--- config.mk ---
export PLATFORM = sky130hd
export DESIGN_NAME = irq_level_ctrl
export DESIGN_NICKNAME = d
export VERILOG_FILES = /design/src/rtl/irq_pkg.sv /design/src/rtl/irq_prio_enc.sv /design/src/rtl/irq_mask_reg.sv /design/src/rtl/irq_level_ctrl.sv
export SDC_FILE = /design/constraint.sdc
export NUM_CORES = 1
export LEC_CHECK = 0
export BUFFER_PORTS_ARGS = -buffer_cell sky130_fd_sc_hd__buf_2
export CAP_MARGIN = 20
export CORE_UTILIZATION = 29
export DETAILED_ROUTE_END_ITERATION = 10
export SYNTH_ARGS = -nofsm -noshare
export SYNTH_HDL_FRONTEND = slang
export SYNTH_SLANG_ARGS = --single-unit
--- constraint.sdc ---
create_clock -name clk -period 2.33 [get_ports clk]
set_input_delay 0.466 -clock clk [delete_from_list [all_inputs] [get_ports clk]]
set_output_delay 0.466 -clock clk [all_outputs]
set_load 0.01 [all_outputs]
--- src/rtl/irq_pkg.sv ---
package irq_pkg;
    localparam int IRQ_LEVELS   = 6;
    localparam int IRQ_ADDR_W   = 16;
    localparam int IRQ_VEC_BASE = 8;
    localparam int IRQ_FAST_LVL = 2;
endpackage

--- src/rtl/irq_prio_enc.sv ---
module irq_prio_enc #(
    parameter int N  = 6,
    parameter int IW = (N > 1) ? $clog2(N) : 1
) (
    input  logic [N-1:0]  vec_i,
    output logic          any_o,
    output logic [IW-1:0] idx_o
);
    // lowest index wins
    always_comb begin
        any_o = |vec_i;
        idx_o = '0;
        for (int i = N - 1; i >= 0; i--) begin
            if (vec_i[i]) idx_o = IW'(i);
        end
    end
endmodule

--- src/rtl/irq_mask_reg.sv ---
module irq_mask_reg #(
    parameter int N = 6
) (
    input  logic         clk,
    input  logic         rst_n,
    input  logic         load_i,
    input  logic [N-1:0] data_i,
    output logic [N-1:0] mask_o
);
    logic [N-1:0] mask_d, mask_q;

    always_comb begin
        mask_d = mask_q;
        if (load_i) mask_d = data_i;
    end

    always_ff @(posedge clk or negedge rst_n) begin
        if (!rst_n) mask_q <= '0;
        else        mask_q <= mask_d;
    end

    assign mask_o = mask_q;
endmodule

--- src/rtl/irq_level_ctrl.sv ---
module irq_level_ctrl #(
    parameter int NUM_LVL   = irq_pkg::IRQ_LEVELS,
    parameter int ADDR_W    = irq_pkg::IRQ_ADDR_W,
    parameter int VEC_BASE  = irq_pkg::IRQ_VEC_BASE,
    parameter int FAST_LVLS = irq_pkg::IRQ_FAST_LVL,
    localparam int LW       = (NUM_LVL > 1) ? $clog2(NUM_LVL) : 1
) (
    input  logic               clk,
    input  logic               rst_n,
    input  logic [NUM_LVL-1:0] req_i,
    input  logic               mask_load_i,
    input  logic [NUM_LVL-1:0] mask_data_i,
    input  logic               boundary_i,
    input  logic               dismiss_i,
    input  logic               slow_model_i,
    output logic               take_o,
    output logic [LW-1:0]      level_o,
    output logic [ADDR_W-1:0]  vec_addr_o,
    output logic [NUM_LVL-1:0] in_service_o,
    output logic               fast_cycle_o
);
    typedef struct packed {
        logic [NUM_LVL-1:0] isr;
        logic               take;
        logic [LW-1:0]      lvl;
        logic [ADDR_W-1:0]  vec;
    } state_t;

    state_t st_d, st_q;

    logic [NUM_LVL-1:0] mask_q;
    logic [NUM_LVL-1:0] isr_eff, eligible, cand;
    logic               top_any, eff_any, pick_any;
    logic [LW-1:0]      top_idx, eff_idx, pick_idx;

    irq_mask_reg #(.N(NUM_LVL)) u_mask (
        .clk    (clk),
        .rst_n  (rst_n),
        .load_i (mask_load_i),
        .data_i (mask_data_i),
        .mask_o (mask_q)
    );

    // most urgent level now in service (dismiss target)
    irq_prio_enc #(.N(NUM_LVL), .IW(LW)) u_top (
        .vec_i (st_q.isr), .any_o (top_any), .idx_o (top_idx)
    );

    always_comb begin
        isr_eff = st_q.isr;
        if (dismiss_i && top_any) isr_eff[top_idx] = 1'b0;
    end

    // most urgent level still in service after this cycle's dismiss
    irq_prio_enc #(.N(NUM_LVL), .IW(LW)) u_eff (
        .vec_i (isr_eff), .any_o (eff_any), .idx_o (eff_idx)
    );

    always_comb begin
        for (int i = 0; i < NUM_LVL; i++) begin
            eligible[i] = !eff_any || (i < int'(eff_idx));
        end
        cand = req_i & ~mask_q & eligible;
    end

    irq_prio_enc #(.N(NUM_LVL), .IW(LW)) u_pick (
        .vec_i (cand), .any_o (pick_any), .idx_o (pick_idx)
    );

    always_comb begin
        st_d      = st_q;
        st_d.isr  = isr_eff;
        st_d.take = 1'b0;
        if (boundary_i && pick_any) begin
            st_d.take          = 1'b1;
            st_d.isr[pick_idx] = 1'b1;
            st_d.lvl           = pick_idx;
            st_d.vec           = ADDR_W'(VEC_BASE) + ADDR_W'(pick_idx);
        end
    end

    always_ff @(posedge clk or negedge rst_n) begin
        if (!rst_n) st_q <= '0;
        else        st_q <= st_d;
    end

    assign take_o       = st_q.take;
    assign level_o      = st_q.lvl;
    assign vec_addr_o   = st_q.vec;
    assign in_service_o = st_q.isr;
    assign fast_cycle_o = slow_model_i && (|st_q.isr[FAST_LVLS-1:0]);


    take_needs_boundary_chk: assert property (@(posedge clk) disable iff (!rst_n)
        take_o |-> $past(boundary_i));


    taken_level_in_service_chk: assert property (@(posedge clk) disable iff (!rst_n)
        take_o |-> in_service_o[level_o]);


    vec_in_window_chk: assert property (@(posedge clk) disable iff (!rst_n)
        take_o |-> (vec_addr_o >= ADDR_W'(VEC_BASE) &&
                    vec_addr_o <  ADDR_W'(VEC_BASE + NUM_LVL)));


    isr_kept_chk: assert property (@(posedge clk) disable iff (!rst_n)
        !$past(dismiss_i) |-> ((in_service_o & $past(in_service_o)) == $past(in_service_o)));


    fast_only_slow_chk: assert property (@(posedge clk) disable iff (!rst_n)
        fast_cycle_o |-> slow_model_i);


    idle_dismiss_chk: assert property (@(posedge clk) disable iff (!rst_n)
        ($past(dismiss_i) && $past(in_service_o) == '0 && !take_o) |-> in_service_o == '0);
endmodule

# After elaboration in Yosys (flattened, before gate mapping)
# Cells that the tools add are included.
# Widths: inputs -> output; s select.
[totals]
output_inout_bits = 27
regBits = 32
in_bits = 18
[op_classes]
bitwise_logic = 6
reduce_logical = 16
add_sub_neg = 1
magnitude_cmp = 10
mux = 24
[ops]
columns = ["op", "count"]
rows = [
  ["$mux 3", 18],
  ["$mux 26", 1],
  ["$and 6x6->6", 3],
  ["$reduce_or 6->1", 3],
  ["$not 6->6", 2],
  ["$lt 3x4->1 const B", 2],
  ["$demux 1 s3", 2],
  ["$ge 3x1->1 const B", 2],
  ["$logic_or 1x1->1", 6],
  ["$lt 1x3->1 const A", 2],
  ["$lt 2x3->1 const A", 2],
  ["$lt 3x3->1 const A", 2],
  ["$mux 6", 1],
  ["$or 6x6->6", 1],
  ["$add 4x3->5 const A", 1],
  ["$logic_and 1x1->1", 5],
  ["$mux 1", 2],
  ["$reduce_or 2->1", 1],
  ["$logic_not 1->1", 1],
]

# Longest topological paths before layout
# Gate-level depths: netlist of run 1.
[depth]
word_depth = 34
depth_mapped = 7

# Cells and area by module
# From an unflattened synthesis of run 1, not the netlist that was laid out.
[hier_totals]
hier_cells = 113
hier_area_um2 = 1087.3
[modules_own_cells]
columns = ["module", "instances", "area_per_inst_um2", "cells_per_inst", "seq_area_each_um2"]
rows = [
  ["irq_level_ctrl", 1, 678.2, 70, 275.3],
  ["irq_mask_reg", 1, 251.5, 13, 150.1],
  ["irq_prio_enc", 3, 52.6, 10, 0.0],
]

# Worst setup path before layout of run 1
# No wires, ideal clock.
[synth_path]
path_type = "reg-to-reg"
start = "reg st_q, in the netlist in_service_o[2]"
end = "reg st_q, in the netlist level_o[0]"
path_buffers = 1
t_arrival_ns = 1.994
path_stages_with_launch = 8
required_time_ns = 2.206
slack_ns = 0.212
path_cell_list = "dfrtp_1 > buf_6 > or4b_4 > or3_4 > nand2_2 > a32o_4 > a21oi_2 > a211o_1"
[synth_between]
elab_chain_len = 25
[synth_rtl]
columns = ["item", "line_no", "rtl"]
rows = [
  ["start, declared", "irq_level_ctrl.sv:29", "state_t st_d, st_q;"],
  ["start signal, assigned", "irq_level_ctrl.sv:84", "else st_q <= st_d;"],
  ["$mux 3 (3 in series)", "irq_prio_enc.sv:14", "if (vec_i[i]) idx_o = IW'(i);"],
  ["$lt 3x4->1 (implied by the code) or $ge 3x1->1 (tied branches)", "irq_level_ctrl.sv:51", "if (dismiss_i && top_any) isr_eff[top_idx] = 1'b0;"],
  ["$logic_and 1x1->1 (implied by the code)", "irq_level_ctrl.sv:51", ""],
  ["$mux 1 (implied by the code)", "irq_level_ctrl.sv:51", ""],
  ["$demux 1 s3", "irq_level_ctrl.sv:51", ""],
  ["$not 6->6 (no line)", "--", ""],
  ["$and 6x6->6 (no line)", "--", ""],
  ["$mux 6 *", "irq_level_ctrl.sv:51", ""],
  ["$mux 3 (6 in series)", "irq_prio_enc.sv:14", ""],
  ["$lt 3x3->1", "irq_level_ctrl.sv:61", "eligible[i] = !eff_any || (i < int'(eff_idx));"],
  ["$logic_or 1x1->1", "irq_level_ctrl.sv:61", ""],
  ["$and 6x6->6 *", "irq_level_ctrl.sv:63", "cand = req_i & ~mask_q & eligible;"],
  ["$mux 3 (6 in series)", "irq_prio_enc.sv:14", ""],
]
# Every way passes the cells marked *; elsewhere a longest branch is shown, timed or not.
# A chain may end at the register's enable or synchronous reset.

# Worst setup path in the final report of run 1
[layout_path]
start = "reg st_q, in the netlist in_service_o[1]"
end = "reg st_q, in the netlist level_o[0]"
[layout_between]
elab_chain_len = 24
[layout_rtl]
columns = ["item", "line_no"]
rows = [
  ["$mux 3 (2 in series)", "irq_prio_enc.sv:14"],
  ["$lt 3x4->1 (implied by the code) or $ge 3x1->1 (tied branches)", "irq_level_ctrl.sv:51"],
  ["$logic_and 1x1->1 (implied by the code)", "irq_level_ctrl.sv:51"],
  ["$mux 1 (implied by the code)", "irq_level_ctrl.sv:51"],
  ["$demux 1 s3", "irq_level_ctrl.sv:51"],
  ["$not 6->6 (no line)", "--"],
  ["$and 6x6->6 (no line)", "--"],
  ["$mux 6 *", "irq_level_ctrl.sv:51"],
  ["$mux 3 (6 in series)", "irq_prio_enc.sv:14"],
  ["$lt 3x3->1", "irq_level_ctrl.sv:61"],
  ["$logic_or 1x1->1", "irq_level_ctrl.sv:61"],
  ["$and 6x6->6 *", "irq_level_ctrl.sv:63"],
  ["$mux 3 (6 in series)", "irq_prio_enc.sv:14"],
]
# Marks and branches as above.

==> results of run 1 <==
## routing by layer
metal	wire (um)	up-vias	part of all wire	global-route usage
li1	-	494	-	-
met4	59	0	0.025	0.0543
met3	143	9	0.059	0.0399
met2	1030	42	0.43	0.202
met5	0	-	0	0
met1	1170	453	0.49	0.167
## worst reg2reg max path, delay by kind of cell, from the launching register on
kind / cells / cell delay [ns]
compound gates: 3 / 0.53
flops: 1 / 0.47
simple gates: 3 / 1.00
## kinds of logic (layout without fill, tap and decap cells)
kind of cell,Yosys count,after routing,share of synthesized area
and+or+nand+nor,39,39,0.190
AOI/OAI and AO/OA,38,38,0.224
buffers and inverters,31,51,0.157
DFF,17,17,0.368
muxes,5,5,0.0487
adders and majority gates,1,1,0.00866
other,1,12,0.00324
## flip-flops by register name (all words and copies together) (netlist names)
name	count
level_o	2
in_service_o	6
u_mask.mask_o	6
take_o	1
vec_addr_o	2
## worst max path at each step
stage	startpoint	endpoint	slack (ns)
2_1_floorplan	in_service_o[2]$_DFF_PN0_	level_o[0]$_DFFE_PN0N_	0.21
3_3_place_gp	dismiss_i	level_o[0]$_DFFE_PN0N_	0.21
3_5_place_dp	dismiss_i	level_o[0]$_DFFE_PN0N_	0.19
4_1_cts	in_service_o[1]$_DFF_PN0_	level_o[0]$_DFFE_PN0N_	0.24
5_1_grt	in_service_o[1]$_DFF_PN0_	level_o[0]$_DFFE_PN0N_	0.15
6_report	in_service_o[1]$_DFF_PN0_	level_o[0]$_DFFE_PN0N_	0.23
## cell type report
cell class	instances	area (um^2)	share of cell area
multi-input cells	95	591	0.436
repair buffers	36	190	0.140
well taps	48	60.1	0.0444
clock buffers	3	41.3	0.0305
clock inverters	1	5.00	0.00370
inverters	11	41.3	0.0305
flip-flops and latches	17	425	0.314
## power by group through the flow
stage / clock [W] / combinational, W / sequential, W
final: 0.000227 / 0.000460 / 0.000424
after global routing: 0.000253 / 0.000509 / 0.000439
after CTS: 0.000239 / 0.000464 / 0.000425
after detailed placement: 0 / 0.000462 / 0.000430
after global placement: 0 / 0.000462 / 0.000430
after floorplan: 0 / 0.000356 / 0.000431
## metrics by stage
step	util	power, W	cells	cell area, um^2
3_5_place_dp	0.349	0.000892	207	1310
5_1_grt	0.362	0.00120	211	1350
6_report	0.362	0.00111	211	1350
4_1_cts	0.362	0.00113	211	1350
2_1_floorplan	-	0.000787	143	1200
3_3_place_gp	0.349	0.000893	207	1310
## cell usage in the layout (no fill, tap or decap), drive strengths merged, types with 3 or more instances in the layout
master,count
a211o,3
a21oi,9
a31oi,3
buf,36
clkbuf,3
conb,12
dfrtp,17
inv,11
mux2,5
nand2,13
nand3,3
nor2,3
nor2b,8
o211ai,3
o21ai,11
==> impl_metrics.yaml, run 1 <==
drt:
  routed_wl_mm: 2.41
  drtIter0Drc: 22
  wl_per_cell_um: 11.4
  vias: 998
  drc_errors: 0
  via_per_inst: 4.73
  drt-pass1-iter-count: 4
  detail-route-antenna-nets: 0
global_routing:
  grt_max_degree: 18
  grt_pass1_wl_mm: 4.19
  grt_antenna_before_repair: 0
  grt_pass1_vias: 932
  grt_usage: 0.130
  grt_overflow: 0
sta:
  setup_viol: 0
  holdWs_ns: 0.121
  rsz0062_at_grt: "false"
  fin_skew_ns: 0.00184
  setup_tns_ns: 0
  maxSlewViolCount: 0
  fmaxAchievable_mhz: 475
  finalHoldViolations: 0
  fin_crit_sh: 0.903
  period_needed_ns: 2.10
  setup_ws_ns: 0.227
setup_path:
  required_ns: 2.48
  cpMaxStageDelayCell: "or4b_4"
  max_stage_delay_ns: 0.57
  r2r_start: "in_service_o[1]$_DFF_PN0_"
  r2r-end: "level_o[0]$_DFFE_PN0N_"
  crit_family: "simple AND/OR/NAND/NOR gates"
  timing.critical_path.buf_inv: 0
  critPathLaunchType: "flop"
  cp_num_cells: 6
  cp_cell_sequence: "or4b_4 -> or3_4 -> nand2_2 -> a32o_4 -> a21oi_2 -> a211o_1"
  cp_data_arrival_time_ns: 2.25
  ff2ff_setup_slack_ns: 0.23
  crit_path_end_kind: "flop"
  crit_type: "flop to flop"
  r2r_cells: 6
  cp_max_fo: 8
placement:
  gp_congestion: 0.914
  portBuffers: 32
  place_hpwl_mm: 1.87
  post-place-ws_ns: 0.185
power:
  p_int_w: 0.000689
  leakagePower_nw: 0.659
  pwr-share-clk: 0.204
  powerDensity_nw_per_um2: 820
  seqPwrFrac: 0.382
  p_sw_w: 0.000421
  comb_power_share: 0.414
  irDropWorstVdd_mv: 0.394
  p_sw_frac: 0.379
synth:
  ys_seq_area_frac: 0.368
  yosys.area.top_type: "dfrtp_1"
  synth.yosys.warnings: 0
  synth_common_cells: "dfrtp_1 (17), buf_4 (15), nand2_1 (12), inv_1 (11), o21ai_0 (10)"
  ys_types: 38
  ys_ff_latch: 17
  synthArstFlopShare: 1.00
  synth_area_leaders: "dfrtp_1 (37%), buf_4 (9.7%), mux2_2 (4.9%)"
  syn_inst: 132
  netlist_area_um2: 1160
  syn_avg_cell_area_um2: 8.76
  synth_edf_count: 0
  synth_ff_type: "dfrtp_1"
  yosys.cell_count.top_type: "dfrtp_1"
  synth_top_area_share: 0.368
die:
  core_um2: 3740
  row_count: 22
  dieArea_um2: 4240
  start_util: 0.309
  chipHeight_um: 65.1
  dieWidth_um: 65.1
  pin_count: 45
cells_and_area:
  final_nets: 182
  fillers: 404
  drive_above_1_share: 0.344
  diodes: 0
  area_delta_synth_final_pct: 17.1
clocking:
  cts_root_buf: "clkbuf_8"
  clock_sinks: 17
  cts_tree: "built"
  cts-buffers-inserted: 3
  clock_latency_ns: 0.26
  clk_pin_slew_ns: 0.07
  cts-resized-gates: 0
  cts.path.max_buffers: 2
  htreeDepth: 1
  holdBufCountCts: 0
  postCtsSetupRepairBufs: 0
job:
  drv_cap: 0
worst_hold_path:
  hold_class: "input port to asynchronous set/reset pin"
run_status:
  status: "completed"
(Power assumes the default switching activity.)
==> inputs of run 2 (changes only) <==
CORE_ASPECT_RATIO = 1.25   (was unset)
PLACE_DENSITY = 0.53   (was unset)
==> run 2 against run 1 <==
  * Maximum frequency grew 0.50%
  * Non-clock buffer count unchanged
  * Die area barely moved
  * Sequential power is essentially flat
  * Register-to-register slack is essentially flat
  * Highest routed layer unchanged
==> impl_metrics.yaml, run 2 (synthesis gave the netlist of run 1 again) <==
clocking:
  cts.path.max_buffers: 2
  clk_pin_slew_ns: 0.07
  cts_root_buf: "clkbuf_8"
  cts-resized-gates: 0
  clock_latency_ns: 0.25
  cts_tree: "built"
  htreeDepth: 1
  cts-buffers-inserted: 3
  holdBufCountCts: 0
  clock_sinks: 17
  postCtsSetupRepairBufs: 0
power:
  irDropWorstVdd_mv: 0.333
  pwr-share-clk: 0.198
  leakagePower_nw: 0.659
  powerDensity_nw_per_um2: 822
  p_int_w: 0.000695
  p_sw_frac: 0.379
  seqPwrFrac: 0.377
  comb_power_share: 0.425
  p_sw_w: 0.000425
worst_hold_path:
  hold_class: "input port to asynchronous set/reset pin"
cells_and_area:
  final_common_cell: "buf_2"
  final_nets: 182
  diodes: 0
  fillers: 398
  multiInputGateArea_um2: 591
  register_area_um2: 425
  drive_above_1_share: 0.344
  area_delta_synth_final_pct: 17.7
  final_cell_mix: "buf_2 (32), dfrtp_1 (17), nand2_1 (12), conb_1 (12), inv_1 (11)"
placement:
  post-place-ws_ns: 0.195
  gp_congestion: 0.885
  portBuffers: 32
  place_hpwl_mm: 2.04
sta:
  rsz0062_at_grt: "false"
  setup_tns_ns: 0
  setup_ws_ns: 0.237
  setup_viol: 0
  maxSlewViolCount: 0
  period_needed_ns: 2.09
  finalHoldViolations: 0
  fmaxAchievable_mhz: 478
  fin_crit_sh: 0.898
  fin_skew_ns: 0.00401
run_status:
  status: "completed"
global_routing:
  grt_pass1_wl_mm: 4.26
  grt_pass1_vias: 1030
  grt_overflow: 0
  grt_usage: 0.131
  grt_max_degree: 18
  grt_antenna_before_repair: 0
drt:
  drtIter0Drc: 24
  drt-pass1-iter-count: 4
  drc_errors: 0
  detail-route-antenna-nets: 0
  routed_wl_mm: 2.53
  vias: 1015
  via_per_inst: 4.68
  wl_per_cell_um: 11.6
die:
  pin_count: 45
  chipHeight_um: 72.6
  row_count: 25
  dieArea_um2: 4240
  dieWidth_um: 58.5
  start_util: 0.305
  core_um2: 3780
setup_path:
  crit_type: "flop to flop"
  required_ns: 2.47
  cp_max_fo: 7
  ff2ff_setup_slack_ns: 0.24
  critPathLaunchType: "flop"
  cp_data_arrival_time_ns: 2.24
  crit_path_end_kind: "flop"
job:
  drv_cap: 0
run 2: cell counts in the layout (fill, tap and decap cells not counted):
No cell type changed its count.
run 2: worst max-delay path, cell delays in order, from the launching register on:
cell and delay, ns:
dfrtp_1 0.45, buf_4 0.19, or3_2 0.44, o21a_1 0.13
a21oi_1 0.24, or2_2 0.20, a21oi_2 0.05, a211o_1 0.28
run 2: routing by layer:
metal | up-vias | GRT usage | routed length [um]
met4 | 0 | 0.0741 | 49
met2 | 37 | 0.229 | 1270
met5 | - | 0 | 0
li1 | 493 | - | -
met3 | 5 | 0.0230 | 126
met1 | 480 | 0.150 | 1080
run 2: cell type report:
class                           count  share of cell area
Clock buffer                        3              0.0303
Clock inverter                      1             0.00368
Multi-Input combinational cell     95               0.434
Tap cell                           54              0.0496
Timing Repair Buffer               36               0.140
Sequential cell                    17               0.312
Inverter                           11              0.0303
run 2: path summary, 6_finish.rpt:
path                                                start                           end  cells after the start
min in group clk                           mask_data_i[2]  u_mask.mask_o[2]$_DFFE_PN0P_                      3
worst max-delay path            in_service_o[0]$_DFF_PN0_        level_o[0]$_DFFE_PN0N_                      7
worst max register to register  in_service_o[0]$_DFF_PN0_        level_o[0]$_DFFE_PN0N_                      7
worst min register to register  vec_addr_o[3]$_DFFE_PN0N_     vec_addr_o[3]$_DFFE_PN0N_                      1
max in group asynchronous                           rst_n     in_service_o[2]$_DFF_PN0_                      1
worst min-delay path                                rst_n  u_mask.mask_o[0]$_DFFE_PN0P_                      1
run 2: power by group through the flow:
stage               registers, W  clock network [W]  logic [W]
finish                  0.000422           0.000222   0.000475
global route            0.000435           0.000240   0.000529
CTS                     0.000423           0.000233   0.000480
detailed placement      0.000430                  0   0.000478
global placement        0.000424                  0   0.000476
floorplan               0.000431                  0   0.000356
run 2: stage by stage:
step / total power, W / instances / utilization / area (um^2) / hold slack [ns]
floorplan: 0.000787 / 143 / - / 1200 / 0.170
global placement: 0.000900 / 213 / 0.347 / 1320 / 0.414
detailed placement: 0.000908 / 213 / 0.347 / 1320 / 0.417
CTS: 0.00114 / 217 / 0.360 / 1360 / 0.137
global route: 0.00120 / 217 / 0.360 / 1360 / 0.152
finish: 0.00112 / 217 / 0.360 / 1360 / 0.122
==> inputs of run 3 (changes only) <==
ABC_AREA = 1   (was unset)
ABC_CLOCK_PERIOD_IN_PS = 2330   (was unset)
PLACE_DENSITY = 0.54   (was 0.53)
==> run 3 against run 2 <==
  * The run now ends with DRC left
  * Sequential power is 3% higher
  * Area after synthesis shrank 5.7%
  * Clock skew shrank 0.0025 ns
  * Design area down 6.8%
  * Final cell count down 5.1%
  * Synthesized cell count is 3.0% higher
  * Setup slack improved by 0.0058 ns
  * Maximum frequency is 0.28% higher
  * Wire length decreased by 18%
  * Die area shrank 5.6%
  * Non-clock buffer count is 4 lower
==> impl_metrics.yaml, run 3 <==
die:
  chipHeight_um: 70.5
  pin_count: 45
  core_um2: 3540
  dieWidth_um: 56.8
  start_util: 0.308
  row_count: 24
  dieArea_um2: 4010
clocking:
  clock_latency_ns: 0.25
  cts-resized-gates: 0
  cts.path.max_buffers: 2
  holdBufCountCts: 0
  htreeDepth: 1
  postCtsSetupRepairBufs: 0
  cts-buffers-inserted: 3
  cts_root_buf: "clkbuf_8"
  clock_sinks: 17
  clk_pin_slew_ns: 0.06
  cts_tree: "built"
synth:
  synth_area_leaders: "dfrtp_1 (39%), nand2_1 (12%), buf_4 (10%)"
  ys_seq_area_frac: 0.390
  synth_common_cells: "nand2_1 (36), dfrtp_1 (17), buf_4 (15), inv_1 (15)"
  yosys.area.top_type: "dfrtp_1"
  synth_ff_type: "dfrtp_1"
  synth_top_area_share: 0.390
  netlist_area_um2: 1090
  syn_inst: 136
  synth.yosys.warnings: 0
  synthArstFlopShare: 1.00
  ys_types: 23
  syn_avg_cell_area_um2: 8.01
  yosys.cell_count.top_type: "nand2_1"
  synth_edf_count: 0
  ys_ff_latch: 17
setup_path:
  r2r-end: "vec_addr_o[3]$_DFFE_PN0N_"
  cp_max_fo: 5
  required_ns: 2.46
  crit_path_end_kind: "flop"
  crit_family: "simple AND/OR/NAND/NOR gates"
  max_stage_delay_ns: 0.40
  critPathLaunchType: "flop"
  crit_type: "flop to flop"
  r2r_cells: 13
  cpMaxStageDelayCell: "dfrtp_1"
  timing.critical_path.buf_inv: 1
  cp_data_arrival_time_ns: 2.22
  cp_cell_sequence: "inv_1 -> nand4_1 -> o21ai_1 -> nand2_1 -> nand2_1 -> nand2_1 -> nand2_1 -> nand2_1 -> nand2_2 -> nand3_2 -> nor2_2 -> nor2_2 -> or2_1"
  r2r_start: "in_service_o[0]$_DFF_PN0_"
  crit_top_cell: "nand2_1"
  ff2ff_setup_slack_ns: 0.24
global_routing:
  grt_usage: 0.119
  grt_pass1_wl_mm: 3.77
  grt_overflow: 0
  grt_max_degree: 18
  grt_pass1_vias: 882
  grt_antenna_before_repair: 0
sta:
  period_needed_ns: 2.09
  setup_tns_ns: 0
  fin_skew_ns: 0.00154
  fmaxAchievable_mhz: 479
  setup_viol: 0
  finalHoldViolations: 0
  fin_crit_sh: 0.896
  maxSlewViolCount: 0
  rsz0062_at_grt: "false"
placement:
  gp_congestion: 0.754
  portBuffers: 32
  place_hpwl_mm: 1.71
cells_and_area:
  area_delta_synth_final_pct: 16.4
  final_cell_mix: "nand2_1 (36), buf_2 (32), dfrtp_1 (17)"
  fillers: 376
  diodes: 0
  drive_above_1_share: 0.365
  final_common_cell: "nand2_1"
  final_nets: 186
drt:
  via_per_inst: 4.33
  wl_per_cell_um: 10.1
  drc_errors: 11
  drtIter0Drc: 34
  detail-route-antenna-nets: 0
  vias: 892
  routed_wl_mm: 2.08
  drt-pass1-iter-count: 7
worst_hold_path:
  hold_class: "input port to asynchronous set/reset pin"
power:
  powerDensity_nw_per_um2: 1060
  irDropWorstVdd_mv: 0.402
  leakagePower_nw: 0.736
  total_power_w: 0.00135
run_status:
  status: "finished with violations"
  violations: "DRC"
job:
  drv_cap: 0
-- run 3: cell count changes in the layout (fill, tap and decap cells not counted), sizes merged, moves of 4 or more --
cell   delta
a21oi     -8
buf       -4
inv       +7
nand2    +28
nand3     +5
nor2      +8
nor2b     -8
o21ai     +4
-- run 3: layer usage --
layer	vias up	part of all wire	track usage
li1	460	-	-
met1	396	0.43	0.139
met2	32	0.50	0.213
met3	4	0.050	0.0146
met4	0	0.017	0.0569
met5	-	0	0
-- run 3: how the worst max path moves through the flow --
stage                                    from                   endpoint  slack [ns]  cells past startpoint
floorplan           in_service_o[1]$_DFF_PN0_  vec_addr_o[3]$_DFFE_PN0N_        0.42                     13
global placement    in_service_o[1]$_DFF_PN0_  vec_addr_o[3]$_DFFE_PN0N_        0.31                     17
detailed placement  in_service_o[0]$_DFF_PN0_  vec_addr_o[3]$_DFFE_PN0N_        0.24                     13
CTS                 in_service_o[0]$_DFF_PN0_  vec_addr_o[3]$_DFFE_PN0N_        0.22                     13
global route        in_service_o[0]$_DFF_PN0_  vec_addr_o[3]$_DFFE_PN0N_        0.01                     13
finish              in_service_o[0]$_DFF_PN0_  vec_addr_o[3]$_DFFE_PN0N_        0.24                     13
-- run 3: logic make-up (layout without fill, tap and decap cells) --
family / after synthesis / count (layout) / share of synthesized area
DFF: 17 / 17 / 0.390
muxes: 2 / 2 / 0.0207
other: 1 / 12 / 0.00344
AOI/OAI and AO/OA: 17 / 17 / 0.0987
and+or+nand+nor: 65 / 65 / 0.318
buffers and inverters: 34 / 54 / 0.169
-- run 3: metrics by stage --
| step | hold WS, ns | cell area, um^2 | setup slack [ns] | std cells | utilization |
|---|---|---|---|---|---|
| 2_1_floorplan | 0.170 | 1130 | 0.421 | 147 | - |
| 3_3_place_gp | 0.408 | 1220 | 0.308 | 202 | 0.345 |
| 3_5_place_dp | 0.415 | 1220 | 0.245 | 202 | 0.345 |
| 4_1_cts | 0.144 | 1270 | 0.220 | 206 | 0.358 |
| 5_1_grt | 0.162 | 1270 | 0.0103 | 206 | 0.358 |
| 6_report | 0.132 | 1270 | 0.243 | 206 | 0.358 |
-- run 3: layout make-up --
cell class / count / area, um^2 / area share
repair buffers: 32 / 160 / 0.126
flip-flops and latches: 17 / 425 / 0.335
clock buffers: 4 / 45.0 / 0.0355
well taps: 39 / 48.8 / 0.0385
multi-input cells: 96 / 522 / 0.411
inverters: 18 / 67.6 / 0.0533
-- run 3: report_power, final --
part	internal (W)	total (W)	switching, W	leakage [nW]
logic	0.000262	0.000697	0.000435	0.502
clock network	0.000121	0.000216	0.0000952	0.0228
registers	0.000371	0.000433	0.0000620	0.211
